$ cat src/rtl/cpu_pkg.sv
package cpu_pkg;

    // Width of the control state counter; the longest routine ends in state 7.
    localparam int STEP_W = 3;
    // Opcode register width.
    localparam int OPC_W  = 8;
    // Number of opcode bits that select the ALU function.
    localparam int ALU_SEL_W = 3;

    typedef logic [STEP_W-1:0] step_t;

    localparam step_t S_FT0 = step_t'(0);
    localparam step_t S_FT1 = step_t'(1);
    localparam step_t S_FT2 = step_t'(2);
    localparam step_t S_EX0 = step_t'(3);
    localparam step_t S_EX1 = step_t'(4);
    localparam step_t S_EX2 = step_t'(5);
    localparam step_t S_EX3 = step_t'(6);
    localparam step_t S_EX4 = step_t'(7);

    typedef enum logic [3:0] {
        OP_NOP  = 4'h0,
        OP_LDA  = 4'h1,
        OP_STA  = 4'h2,
        OP_A2R  = 4'h3,
        OP_R2A  = 4'h4,
        OP_JMP  = 4'h5,
        OP_JZ   = 4'h6,
        OP_JNZ  = 4'h7,
        OP_ADD  = 4'h8,
        OP_SUB  = 4'h9,
        OP_INC  = 4'hA,
        OP_CLR  = 4'hB,
        OP_AND  = 4'hC,
        OP_OR   = 4'hD,
        OP_XOR  = 4'hE,
        OP_INV  = 4'hF
    } op_e;

    // One bit per register transfer the datapath can perform in a state.
    typedef struct packed {
        logic ar_from_pc;
        logic ar_from_adr;
        logic ar_inc;
        logic pc_inc;
        logic pc_from_adr;
        logic dr_from_mem;
        logic dr_from_ac;
        logic ir_load;
        logic tr_load;
        logic r_from_ac;
        logic ac_from_r;
        logic ac_from_dr;
        logic ac_from_alu;
        logic mem_rd;
        logic mem_wr;
        logic seq_clr;
    } ctrl_t;

endpackage

$ cat src/rtl/cpu_alu.sv
module cpu_alu
    import cpu_pkg::*;
#(
    parameter int W = 8
) (
    input  logic [ALU_SEL_W-1:0] sel,
    input  logic [W-1:0]         a,
    input  logic [W-1:0]         b,
    output logic [W-1:0]         y,
    output logic                 zero
);

    always_comb begin
        case (sel)
            3'd0:    y = a + b;
            3'd1:    y = a - b;
            3'd2:    y = a + W'(1);
            3'd3:    y = '0;
            3'd4:    y = a & b;
            3'd5:    y = a | b;
            3'd6:    y = a ^ b;
            default: y = ~a;
        endcase
        zero = (y == '0);
    end

endmodule

$ cat src/rtl/cpu_seq.sv
module cpu_seq
    import cpu_pkg::*;
(
    input  logic             clk,
    input  logic             rst,
    input  logic [OPC_W-1:0] ir,
    input  logic             zf,
    output ctrl_t            ctrl,
    output step_t            step
);

    step_t step_d, step_q;
    op_e   op;
    logic  jump_go;
    logic  cond_jump;

    // Anything outside the sixteen defined codes decodes as a no-op.
    always_comb begin
        if (ir[OPC_W-1:4] == '0) op = op_e'(ir[3:0]);
        else                     op = OP_NOP;
        cond_jump = (op == OP_JZ) || (op == OP_JNZ);
        jump_go   = (op == OP_JMP) || (op == OP_JZ && zf) || (op == OP_JNZ && !zf);
    end

    always_comb begin
        ctrl = '0;
        case (step_q)
            S_FT0: ctrl.ar_from_pc = 1'b1;
            S_FT1: begin
                ctrl.mem_rd      = 1'b1;
                ctrl.dr_from_mem = 1'b1;
                ctrl.pc_inc      = 1'b1;
            end
            S_FT2: begin
                ctrl.ir_load    = 1'b1;
                ctrl.ar_from_pc = 1'b1;
            end
            default: begin
                case (op)
                    OP_LDA, OP_STA: begin
                        case (step_q)
                            S_EX0: begin
                                ctrl.mem_rd      = 1'b1;
                                ctrl.dr_from_mem = 1'b1;
                                ctrl.pc_inc      = 1'b1;
                                ctrl.ar_inc      = 1'b1;
                            end
                            S_EX1: begin
                                ctrl.tr_load     = 1'b1;
                                ctrl.mem_rd      = 1'b1;
                                ctrl.dr_from_mem = 1'b1;
                                ctrl.pc_inc      = 1'b1;
                            end
                            S_EX2: ctrl.ar_from_adr = 1'b1;
                            S_EX3: begin
                                if (op == OP_LDA) begin
                                    ctrl.mem_rd      = 1'b1;
                                    ctrl.dr_from_mem = 1'b1;
                                end else begin
                                    ctrl.dr_from_ac  = 1'b1;
                                end
                            end
                            default: begin
                                if (op == OP_LDA) ctrl.ac_from_dr = 1'b1;
                                else              ctrl.mem_wr     = 1'b1;
                                ctrl.seq_clr = 1'b1;
                            end
                        endcase
                    end
                    OP_JMP, OP_JZ, OP_JNZ: begin
                        if (jump_go) begin
                            case (step_q)
                                S_EX0: begin
                                    ctrl.mem_rd      = 1'b1;
                                    ctrl.dr_from_mem = 1'b1;
                                    ctrl.ar_inc      = 1'b1;
                                end
                                S_EX1: begin
                                    ctrl.tr_load     = 1'b1;
                                    ctrl.mem_rd      = 1'b1;
                                    ctrl.dr_from_mem = 1'b1;
                                end
                                default: begin
                                    ctrl.pc_from_adr = 1'b1;
                                    ctrl.seq_clr     = 1'b1;
                                end
                            endcase
                        end else if (cond_jump) begin
                            ctrl.pc_inc = 1'b1;
                            if (step_q != S_EX0) ctrl.seq_clr = 1'b1;
                        end else begin
                            ctrl.seq_clr = 1'b1;
                        end
                    end
                    OP_A2R: begin
                        ctrl.r_from_ac = 1'b1;
                        ctrl.seq_clr   = 1'b1;
                    end
                    OP_R2A: begin
                        ctrl.ac_from_r = 1'b1;
                        ctrl.seq_clr   = 1'b1;
                    end
                    OP_NOP: ctrl.seq_clr = 1'b1;
                    default: begin
                        ctrl.ac_from_alu = 1'b1;
                        ctrl.seq_clr     = 1'b1;
                    end
                endcase
            end
        endcase
    end

    always_comb begin
        if (ctrl.seq_clr) step_d = S_FT0;
        else              step_d = step_q + step_t'(1);
    end

    always_ff @(posedge clk) begin
        if (rst) step_q <= S_FT0;
        else     step_q <= step_d;
    end

    assign step = step_q;

endmodule

$ cat src/rtl/acc_cpu16.sv
module acc_cpu16
    import cpu_pkg::*;
#(
    parameter int DATA_W = 8,
    parameter int ADDR_W = 16
) (
    input  logic              clk,
    input  logic              rst,
    output logic [ADDR_W-1:0] mem_addr,
    output logic              mem_rd,
    output logic              mem_wr,
    input  logic [DATA_W-1:0] data_i,
    output logic [DATA_W-1:0] data_o,
    output logic              data_oe
);

    // A direct address is two data bytes joined.
    localparam int JOIN_W = 2 * DATA_W;

    typedef struct packed {
        logic [ADDR_W-1:0] ar;
        logic [ADDR_W-1:0] pc;
        logic [DATA_W-1:0] dr;
        logic [DATA_W-1:0] ir;
        logic [DATA_W-1:0] tr;
        logic [DATA_W-1:0] ac;
        logic [DATA_W-1:0] r;
        logic              z;
    } dp_t;

    dp_t   dp_d, dp_q;
    ctrl_t ctrl;
    step_t seq_step;

    logic [DATA_W-1:0] alu_y;
    logic              alu_zero;
    logic [ADDR_W-1:0] join_adr;

    // Signals brought out by name for the bound checker.
    logic [DATA_W-1:0] ir_w, ac_w, r_w;
    logic              z_w;

    cpu_seq u_seq (
        .clk  (clk),
        .rst  (rst),
        .ir   (dp_q.ir[OPC_W-1:0]),
        .zf   (dp_q.z),
        .ctrl (ctrl),
        .step (seq_step)
    );

    cpu_alu #(.W(DATA_W)) u_alu (
        .sel  (dp_q.ir[ALU_SEL_W-1:0]),
        .a    (dp_q.ac),
        .b    (dp_q.r),
        .y    (alu_y),
        .zero (alu_zero)
    );

    assign join_adr = ADDR_W'({dp_q.dr, dp_q.tr} & {JOIN_W{1'b1}});

    always_comb begin
        dp_d = dp_q;
        if (ctrl.ar_from_pc)  dp_d.ar = dp_q.pc;
        if (ctrl.ar_from_adr) dp_d.ar = join_adr;
        if (ctrl.ar_inc)      dp_d.ar = dp_q.ar + ADDR_W'(1);
        if (ctrl.pc_inc)      dp_d.pc = dp_q.pc + ADDR_W'(1);
        if (ctrl.pc_from_adr) dp_d.pc = join_adr;
        if (ctrl.dr_from_mem) dp_d.dr = data_i;
        if (ctrl.dr_from_ac)  dp_d.dr = dp_q.ac;
        if (ctrl.ir_load)     dp_d.ir = dp_q.dr;
        if (ctrl.tr_load)     dp_d.tr = dp_q.dr;
        if (ctrl.r_from_ac)   dp_d.r  = dp_q.ac;
        if (ctrl.ac_from_r)   dp_d.ac = dp_q.r;
        if (ctrl.ac_from_dr)  dp_d.ac = dp_q.dr;
        if (ctrl.ac_from_alu) begin
            dp_d.ac = alu_y;
            dp_d.z  = alu_zero;
        end
    end

    always_ff @(posedge clk) begin
        if (rst) dp_q <= '0;
        else     dp_q <= dp_d;
    end

    assign mem_addr = dp_q.ar;
    assign mem_rd   = ctrl.mem_rd;
    assign mem_wr   = ctrl.mem_wr;
    assign data_o   = dp_q.dr;
    assign data_oe  = ctrl.mem_wr;

    assign ir_w = dp_q.ir;
    assign ac_w = dp_q.ac;
    assign r_w  = dp_q.r;
    assign z_w  = dp_q.z;

endmodule

$ cat config.mk
export PLATFORM = sky130hd
export DESIGN_NAME = acc_cpu16
export DESIGN_NICKNAME = d
export VERILOG_FILES = /design/src/rtl/cpu_pkg.sv /design/src/rtl/cpu_alu.sv /design/src/rtl/cpu_seq.sv /design/src/rtl/acc_cpu16.sv
export SDC_FILE = /design/constraint.sdc
export NUM_CORES = 1
export LEC_CHECK = 0
export ABC_AREA = 1
export BUFFER_PORTS_ARGS = -buffer_cell sky130_fd_sc_hd__buf_2
export CAP_MARGIN = 10
export CORE_MARGIN = 2
export CORE_UTILIZATION = 46
export CTS_BUF_LIST = sky130_fd_sc_hd__clkbuf_2 sky130_fd_sc_hd__clkbuf_4 sky130_fd_sc_hd__clkbuf_8
export CTS_CLUSTER_DIAMETER = 50
export DETAILED_ROUTE_END_ITERATION = 7
export PLACE_DENSITY = 0.66
export SLEW_MARGIN = 20
export SYNTH_ARGS = -nofsm -noshare
export SYNTH_HDL_FRONTEND = slang
export SYNTH_HIERARCHICAL = 1
export SYNTH_SLANG_ARGS = --single-unit
$ cat constraint.sdc
create_clock -name clk -period 3.42 [get_ports clk]
set_input_delay 0 -clock clk [delete_from_list [all_inputs] [get_ports clk]]
set_output_delay 0 -clock clk [all_outputs]
set_load 0.01 [all_outputs]
After elaboration in Yosys (flattened, before gate mapping)
Index checks and enable logic that the tools add are counted.
{"block": "totals", "rom_bits": 0, "regBits": 76, "memories": 0, "ram_bits": 0, "latch_bits": 0, "out_inout_bits": 27, "word_cells": 117, "in_bits": 10}
{"block": "classes", "n_reduce_logical": 23, "multipliers": 0, "shifts": 0, "eq_ne": 20, "n_addsub": 6, "n_div": 0, "mux": 55, "bitwise_logic": 4, "n_lt_le_gt_ge": 0}
{"cell": "2-to-1 mux 16 bit", "n": 5}
{"cell": "case mux 8 bit (7 select lines)", "n": 1}
{"cell": "2-to-1 mux 8 bit", "n": 5}
{"cell": "adder 16 x 1 -> 16 bit, second input constant", "n": 2}
{"cell": "2-to-1 mux 1 bit", "n": 29}
{"cell": "== test 3 bit, second input constant", "n": 6}
{"cell": "== test 4 x 3 -> 1 bit, second input constant", "n": 4}
{"cell": "case mux 1 bit (2 select lines)", "n": 8}
{"cell": "== test 3 x 2 -> 1 bit, second input constant", "n": 4}
{"cell": "adder 8 x 1 -> 8 bit, second input constant", "n": 1}
{"cell": "adder 8 bit", "n": 1}
{"cell": "bitwise AND 8 bit", "n": 1}
{"cell": "== test 4 x 2 -> 1 bit, second input constant", "n": 2}
{"cell": "zero test 4 bit", "n": 2}
{"cell": "zero test 8 bit", "n": 1}
{"cell": "2-to-1 mux 2 bit", "n": 4}
{"cell": "NOT 8 bit", "n": 1}
{"cell": "OR 8 bit", "n": 1}
{"cell": "OR reduction 2 bit", "n": 4}
{"cell": "OR reduction 8 bit", "n": 1}
{"cell": "subtractor 8 bit", "n": 1}
{"cell": "bitwise XOR 8 bit", "n": 1}
{"cell": "== test 3 x 1 -> 1 bit, second input constant", "n": 2}
{"cell": "zero test 3 bit", "n": 2}
{"cell": "13 further kinds", "n": 19}

Depth between registers and ports, before layout
Gate-level depths: netlist of run 1.
{"block": "logic_depth", "ltp_word": 12, "mapped_depth": 22, "ltp_nobuf": 21}

By module
Netlist of run 1, hierarchy kept.
{"mod": "acc_cpu16", "area_each_um2": 4070.2, "seq_area_each_um2": 1461.4, "cells_each": 567, "n_inst": 1}
{"mod": "cpu_alu", "area_each_um2": 1232.4, "seq_area_each_um2": 0.0, "cells_each": 218, "n_inst": 1}
{"mod": "cpu_seq", "area_each_um2": 546.8, "seq_area_each_um2": 60.1, "cells_each": 91, "n_inst": 1}

Worst setup path after synthesis of run 1
Ideal clock, no wire load.
{"block": "synth_path", "path_type": "reg2reg", "from": "register dp_q (netlist bit ir_w[0])", "to": "register dp_q (netlist bit z_w)", "arrival_time_ns": 2.364, "setup_ns": 0.064, "t_required_ns": 3.356, "path_buffers": 1, "path_stages_with_launch": 19, "slack_ns": 0.991, "period_less_slack_ns": 2.429, "path_cell_list": "dfxtp_1 > buf_6 > inv_4 > nor3_4 > inv_1 > a21oi_1 > o21ai_0 > ha_1 > nand2_1 > or2_2 > nand3_1 > nand2_1 > nand3_1 > nand2_1 > nand2_1 > nand3_1 > nor2_2 > nor2_1 > nor2_1"}
{"block": "synth_between", "word_cells_on_any_way": 21, "cone_classes": "eq/ne: 13; mux: 4; reduce/logical: 4"}
{"element": "start: declaration", "line": "acc_cpu16.sv:31", "text": "dp_t dp_d, dp_q;"}
{"element": "start signal: assignment", "line": "acc_cpu16.sv:84", "text": "else dp_q <= dp_d;"}
{"element": "== test 3 bit (tied with other cells)", "line": "cpu_alu.sv:14", "text": "case (sel)"}
{"element": "case mux 8 bit (7 select lines) (*)", "line": "cpu_alu.sv:14"}
{"element": "zero test 8 bit (*)", "line": "cpu_alu.sv:24", "text": "zero = (y == '0);"}
{"element": "named net alu_zero", "line": "acc_cpu16.sv:36", "text": "logic alu_zero;"}
The timed path passes the listed nets; every way through them passes the cells marked *.
A chain may end at the register's enable or synchronous reset.

Worst setup path after layout of run 1
{"block": "layout_path", "from": "register dp_q (netlist bit ir_w[1])", "to": "register dp_q (netlist bit z_w)"}
Same word-level chain as after synthesis.

==> reports/qor_table.md, run 1 <==
| Step | Metric | Value |
|:---|:---|:---|
| die | Die H | 116.7 um |
| worst setup path | Worst setup path startpoint | ir_w[1]$_SDFFE_PP0P_ |
| clocking | CTS root buffer | sky130_fd_sc_hd__clkbuf_8 |
| worst setup path | Depth of the most critical reg-to-reg path | 15 |
| route | Total met3 wirelength after detailed routing | 1043 um |
| worst setup path | Launch instance of the worst register-to-register path | ir_w[1]$_SDFFE_PP0P_ |
| route | DRT met1 WL | 7857 um |
| timing | Post-layout worst setup margin | 482.4 ps |
| place | Placed Cells | 1038 |
| power | Total power divided by cell area | 619.0 mW/mm^2 |
| hold path | Worst hold path type | input port to flop |
| place | Dpl cell area | 0.005961 mm^2 |
| worst setup path | Worst Path Max Fanout | 14 |
| timing | Setup skew after layout | 13.42 ps |
| route | Highest metal layer with signal wires | met4 |
| yosys | Cell count after synthesis | 875 |
| yosys | Warnings from Yosys | 6 |
| route | Remaining routing DRC violations | 0 |
| timing | Final critical-path share of the clock period | 0.8589 |
| route | Mean routed wirelength per cell | 15.01 um |
| run status | Run status | finished, final reports clean |
| finish | Area grow syn2layout | 6.357% |
| worst setup path | Start-to-end type of the worst setup path | flop to flop |
| power | Net switching fraction of the power | 0.4851 |
| timing | Worst-case headroom to the max-slew limit | 0.3912 |
| global route | Aggregate global-route resource usage | 0.2453 |
| hold path | Worst hold path cell count | 2 |
| power | Peak ir drop on the vdd network | 0.0002940 V |
| place | Count of buffers inserted at the top-level ports | 36 |
| route | Iteration-0 DRC count of the detailed router | 419 |
| route | Wire length after detailed routing | 15920 um |
| die | Initial cell density of the core | 0.4670 |
| power | Total power | 3.848 mW |
| route | Total length of routed met2 wires | 6697 um |
| finish | Post-route standard cell area excluding fillers | 0.006217 mm^2 |
| timing | Number of max-slew violations in the final report | 0 |
| worst setup path | Crit path required time | 3710 ps |
| power | Portion of total power attributed to the clock network | 0.167 |
| timing | Worst slew pin tran | 909.9 ps |
| place | Post-placement setup slack | 529.6 ps |
| finish | Fraction of layout instances using a drive strength above 1 | 0.1609 |
| clocking | CTS tree | done |
| timing | Count of endpoints failing hold in the final timing report | 0 |
| worst setup path | Capture instance of the worst register-to-register path | z_w$_SDFFE_PP0P_ |
| yosys | Average footprint of a synthesized cell | 6.681 um^2 |
| clocking | Clock Path Buffers | 2 |
| route | Number of vias after detailed routing | 5716 |
| power | Internal power | 1.982 mW |
| worst setup path | Register-to-register setup slack | 480 ps |
| route | Via-to-Cell Ratio | 5.387 |
| timing | Number of setup violations in the final report | 0 |
| global route | Pin count of the biggest net entering global routing | 59 |
| place | Last weighted congestion value of the routability-driven placer | 0.8966 |
| hold path | Hold Crit Endpoint | dp_q[51]$_SDFFE_PP0P_ |
| hold path | Hold path start | rst |
| timing | Total negative setup slack | 0 ps |
| die | Number of cell rows | 41 |
| finish | Final standard cell utilization of the core | 0.4967 |
| yosys | Net count of the mapped netlist | 917 |
| power | Logic pwr share | 0.432 |
| worst setup path | Worst setup EP type | flop |
| global route | Antenna violations before repair | 0 |
| clocking | Clk_lat worst skew | 360 ps |
| finish | Antenna cells | 0 |
| timing | Min Hold Slack | 42.28 ps |
| place | Estimated wirelength of the detail-placed design | 11630 um |
| worst setup path | Signal arrival time at the worst endpoint | 3230 ps |
| clocking | Clock-pin transition on the worst setup and hold timing paths | 80 ps |
| finish | Number of fillers in the final layout | 1311 |
| power | Leakage power | 2.770 nW |
| global route | Number of global-route vias before repair | 5000 |
| global route | Remaining global-route overflow | 0 |
| worst setup path | Kind of start point of the critical path | flop |
| die | DIE WIDTH | 116.7 um |
| clocking | H-tree lvl count | 3 |
| clocking | Clock buffers created by TritonCTS | 9 |
| finish | Net count reported at finish | 927 |
| power | Flop pwr share | 0.401 |
| yosys | Netlist area before placement | 0.005846 mm^2 |
| timing | Setup repair after global routing missed its margin | no |
| run | # Max-Cap Violations | 0 |
| route | Remaining antenna violation count after routing | 0 |
| power | Reported net switching power | 1.867 mW |
| die | Top-Level Pins | 37 |
| global route | Global-route wire length before repair | 26110 um |
| clocking | Total clock sinks | 76 |
| timing | Final min period | 2938 ps |
| route | First-pass iteration count of the detailed router | 5 |
| finish | Finished Layout Cells | 1061 |
| die | Core outline area | 0.01252 mm^2 |
| timing | Fmax | 340.4 MHz |
| die | DIE AREA | 0.01363 mm^2 |
-- cell usage in the layout, fill, tap and decap left out, drive strengths merged, types with 5 or more instances in the layout --
| cell type | n |
|---|---|
| nand2 | 165 |
| inv | 113 |
| nor2 | 108 |
| o21ai | 93 |
| dfxtp | 76 |
| nand3 | 73 |
| a21oi | 60 |
| buf | 46 |
| ha | 31 |
| o211ai | 15 |
| nand4 | 13 |
| nor3 | 13 |
| a31oi | 12 |
| clkbuf | 11 |
| a22oi | 10 |
| o221ai | 9 |
| dlygate4sd3 | 8 |
| xor2 | 7 |
| or2 | 7 |
| clkinv | 5 |
-- cell type report --
class	count	area (um^2)	share of cell area
Timing Repair Buffer	54	335.3	0.05393
Clock inverter	4	25.02	0.004025
Clock buffer	11	151.4	0.02435
Inverter	116	437.9	0.07044
Sequential cell	76	1521	0.2447
Multi-Input combinational cell	628	3531	0.5679
Tap cell	172	215.2	0.03461
-- flip-flops by register name, summed over array words and instances (netlist names) --
register,count
mem_addr,16
z_w,1
ac_w,8
data_o,8
r_w,8
u_seq/step,3
dp_q,24
ir_w,8
-- power by group through the flow --
stage          Sequential (mW)  Combinational, mW  Clock (mW)
2_1_floorplan             1.36               1.47           0
6_report                  1.54               1.66       0.643
3_5_place_dp              1.56               1.63           0
5_1_grt                   1.58               1.88       0.691
3_3_place_gp              1.56               1.62           0
4_1_cts                   1.54               1.65       0.658
-- repair_timing --
item,in CTS,in global routing
setup buffers,0,0
endpoints found under the hold margin,8,0
gates resized for setup,0,0
hold buffers,8,0
-- critical path, stage by stage (launching register included) --
cell	delay (ps)
sky130_fd_sc_hd__dfxtp_1	730
sky130_fd_sc_hd__nand3_2	280
sky130_fd_sc_hd__nand2_1	130
sky130_fd_sc_hd__ha_1	200
sky130_fd_sc_hd__inv_1	70
sky130_fd_sc_hd__fa_1	480
sky130_fd_sc_hd__inv_1	40
sky130_fd_sc_hd__nand2_1	60
sky130_fd_sc_hd__nand3_1	60
sky130_fd_sc_hd__o21ai_0	240
sky130_fd_sc_hd__nand3_1	150
sky130_fd_sc_hd__nor2_1	130
sky130_fd_sc_hd__nand3_1	80
sky130_fd_sc_hd__nor2_2	100
sky130_fd_sc_hd__nor2_1	50
sky130_fd_sc_hd__nor2_1	90
-- metal layers --
layer | track usage | up-vias
li1 | - | 2901
met1 | 0.3568 | 2612
met2 | 0.3649 | 175
met3 | 0.04826 | 28
met4 | 0.07686 | 0
met5 | 0 | -
-- how the worst max path moves through the flow --
stage	to
after floorplan	z_w$_SDFFE_PP0P_
after global placement	z_w$_SDFFE_PP0P_
after detailed placement	ac_w[4]$_SDFFE_PP0P_
after CTS	ac_w[7]$_SDFFE_PP0P_
after global routing	ac_w[0]$_SDFFE_PP0P_
final	z_w$_SDFFE_PP0P_
(Power assumes the default switching activity.)
==> inputs of run 2 (changes only) <==
--- a/config.mk
+++ b/config.mk
@@ -5,12 +5,11 @@
 export SDC_FILE = /design/constraint.sdc
 export NUM_CORES = 1
 export LEC_CHECK = 0
-export ABC_AREA = 1
 export BUFFER_PORTS_ARGS = -buffer_cell sky130_fd_sc_hd__buf_2
 export CAP_MARGIN = 10
 export CORE_MARGIN = 2
 export CORE_UTILIZATION = 46
-export CTS_BUF_LIST = sky130_fd_sc_hd__clkbuf_2 sky130_fd_sc_hd__clkbuf_4 sky130_fd_sc_hd__clkbuf_8
+export CTS_BUF_LIST = sky130_fd_sc_hd__clkbuf_4
 export CTS_CLUSTER_DIAMETER = 50
 export DETAILED_ROUTE_END_ITERATION = 7
 export PLACE_DENSITY = 0.66
==> run 2 against run 1 <==
Net effect: worst setup slack got worse by 280 ps; worst hold slack better by 430 ps; final area is 3.5% lower; first-iteration DRC count increased by 28%; highest routed layer unchanged; total power down 23%; combinational power decreased by 29%; sequential power shrank 19%; wire length fell by 6.1%; maximum frequency shrank 8.7%; largest power group is now sequential cells; global-route usage shrank 1.3 points; non-clock buffer count grew 10; critical path type unchanged.
==> reports/qor_table.md, run 2 <==
| Step | Metric | Value |
|:---|:---|:---|
| finish | Area taken by multi-input logic gates | 0.003590 mm^2 |
| global route | Pin count of the biggest net entering global routing | 46 |
| run status | Run status | finished, final reports clean |
| power | Portion of total power attributed to the clock network | 0.186 |
| finish | Area grow syn2layout | 6.837% |
| die | DIE AREA | 0.01311 mm^2 |
| place | Estimated wirelength of the detail-placed design | 10690 um |
| power | Flop pwr share | 0.418 |
| worst setup path | Worst setup path startpoint | ir_w[2]$_SDFFE_PP0P_ |
| finish | Fraction of layout instances using a drive strength above 1 | 0.1526 |
| clocking | Post-CTS setup buffer count | 0 |
| worst setup path | Worst Path Max Fanout | 8 |
| route | Mean routed wirelength per cell | 17.22 um |
| timing | Final critical-path share of the clock period | 0.9408 |
| clocking | CTS tree | done |
| place | Dpl cell area | 0.005751 mm^2 |
| finish | Post-route standard cell area excluding fillers | 0.006002 mm^2 |
| die | Initial cell density of the core | 0.4697 |
| timing | Min Hold Slack | 476.8 ps |
| yosys | Netlist area before placement | 0.005618 mm^2 |
| route | Iteration-0 DRC count of the detailed router | 535 |
| clocking | CTS root buffer | sky130_fd_sc_hd__clkbuf_4 |
| die | Die H | 114.5 um |
| timing | Number of setup violations in the final report | 0 |
| die | Top-Level Pins | 37 |
| timing | Setup skew after layout | 24.14 ps |
| hold path | Worst hold path type | input port to flop |
| place | Last weighted congestion value of the routability-driven placer | 0.9318 |
| timing | Fmax | 310.8 MHz |
| worst setup path | Kind of start point of the critical path | flop |
| clocking | Total clock sinks | 76 |
| die | Core outline area | 0.01196 mm^2 |
| worst setup path | Signal arrival time at the worst endpoint | 3610 ps |
| route | First-pass iteration count of the detailed router | 5 |
| clocking | Clk_lat worst skew | 450 ps |
| route | Wire length after detailed routing | 14940 um |
| global route | Number of global-route vias before repair | 4591 |
| hold path | Hold path start | data_i[2] |
| power | Internal power | 1.714 mW |
| finish | Area of all sequential standard cells | 0.001528 mm^2 |
| finish | Largest register by flop count | dp_q |
| route | Number of vias after detailed routing | 5149 |
| worst setup path | Worst setup EP type | flop |
| power | Net switching fraction of the power | 0.4242 |
| worst setup path | Crit path required time | 3810 ps |
| finish | Antenna cells | 0 |
| die | DIE WIDTH | 114.5 um |
| timing | Worst slew pin tran | 1087 ps |
| global route | Antenna violations before repair | 0 |
| timing | Total negative setup slack | 0 ps |
| timing | Number of max-slew violations in the final report | 0 |
| global route | Remaining global-route overflow | 0 |
| place | Count of buffers inserted at the top-level ports | 36 |
| power | Reported net switching power | 1.263 mW |
| power | Logic pwr share | 0.396 |
| finish | Net count reported at finish | 758 |
| yosys | Cell count after synthesis | 712 |
| timing | Count of endpoints failing hold in the final timing report | 0 |
| finish | Top library cells by usage in the layout, fill and taps aside | sky130_fd_sc_hd__nor2_1 (90), sky130_fd_sc_hd__dfxtp_1 (71), sky130_fd_sc_hd__nand2_1 (67) |
| global route | Global-route wire length before repair | 24140 um |
| worst setup path | Register-to-register setup slack | 200 ps |
| worst setup path | Start-to-end type of the worst setup path | flop to flop |
| finish | Final standard cell utilization of the core | 0.5018 |
| die | Number of cell rows | 40 |
| route | Remaining routing DRC violations | 0 |
| finish | Flip-flop count of the largest register, all copies and words added | 24 |
| finish | Most common library cell in the layout ignoring fill and taps | sky130_fd_sc_hd__nor2_1 |
| yosys | Warnings from Yosys | 6 |
| route | Remaining antenna violation count after routing | 0 |
| timing | Worst-case headroom to the max-slew limit | 0.2740 |
| power | Total power divided by cell area | 496.0 mW/mm^2 |
| finish | Number of fillers in the final layout | 1143 |
| yosys | Average footprint of a synthesized cell | 7.890 um^2 |
| yosys | Net count of the mapped netlist | 754 |
| clocking | Clock buffers created by TritonCTS | 9 |
| clocking | H-tree lvl count | 3 |
| run | # Max-Cap Violations | 0 |
| timing | Final min period | 3217 ps |
| global route | Aggregate global-route resource usage | 0.2326 |
| worst setup path | Launch instance of the worst register-to-register path | ir_w[2]$_SDFFE_PP0P_ |
| route | Via-to-Cell Ratio | 5.932 |
| power | Leakage power | 2.298 nW |
| clocking | Clock Path Buffers | 2 |
| power | Peak ir drop on the vdd network | 0.0003636 V |
| clocking | Clock-pin transition on the worst setup and hold timing paths | 130 ps |
-- run 2: repair_timing --
item	4_1_cts	5_1_grt
hold buffers	9	0
endpoints found under the hold margin	14	0
resized for setup	0	11
setup endpoints to repair	0	4
-- run 2: metrics by stage --
step                instances  total power, mW  setup slack (ps)
floorplan                 712            2.149             105.1
global placement          843            2.383             193.9
detailed placement        843            2.411             92.64
CTS                       868            2.971             60.67
global route              868            3.181            -1.598
finish                    868            2.977             202.6
-- run 2: power groups by stage --
| stage | clock, mW | sequential, mW | combinational [mW] |
|---|---|---|---|
| final | 0.555 | 1.24 | 1.18 |
| after global routing | 0.609 | 1.27 | 1.30 |
| after floorplan | 0 | 1.17 | 0.976 |
| after global placement | 0 | 1.25 | 1.13 |
| after CTS | 0.565 | 1.24 | 1.16 |
| after detailed placement | 0 | 1.26 | 1.15 |
-- run 2: path summary, 6_finish.rpt --
check | end | cells past startpoint
worst max register to register | z_w$_SDFFE_PP0P_ | 13
worst min-delay path | data_o[2]$_SDFFE_PP0P_ | 6
worst min register to register | dp_q[43]$_SDFFE_PP0P_ | 2
worst max-delay path | z_w$_SDFFE_PP0P_ | 13
-- run 2: critical path, cell delays in order (launching register included) --
cell and delay [ps]:
sky130_fd_sc_hd__dfxtp_1 390, sky130_fd_sc_hd__or3b_4 440, sky130_fd_sc_hd__nand2_1 90, sky130_fd_sc_hd__ha_1 180, sky130_fd_sc_hd__inv_1 60, sky130_fd_sc_hd__fa_1 410, sky130_fd_sc_hd__nand2b_1 180, sky130_fd_sc_hd__a21oi_1 210
sky130_fd_sc_hd__o31a_1 160, sky130_fd_sc_hd__o41ai_1 80, sky130_fd_sc_hd__or4_1 580, sky130_fd_sc_hd__a211oi_2 210, sky130_fd_sc_hd__mux2i_1 100, sky130_fd_sc_hd__nor2_1 90
-- run 2: area by class of cell --
class | instances | area share
Clock buffer | 9 | 0.01126
Clock inverter | 7 | 0.01105
Inverter | 41 | 0.02564
Multi-Input combinational cell | 524 | 0.5981
Sequential cell | 76 | 0.2545
Tap cell | 147 | 0.03064
Timing Repair Buffer | 64 | 0.06879
-- run 2: layer usage --
layer	GRT usage	wire length [um]	up-vias
li1	-	-	2507
met1	0.3334	7228	2449
met2	0.3586	6648	175
met3	0.05135	867	18
met4	0.04878	199	0
met5	0	0	-
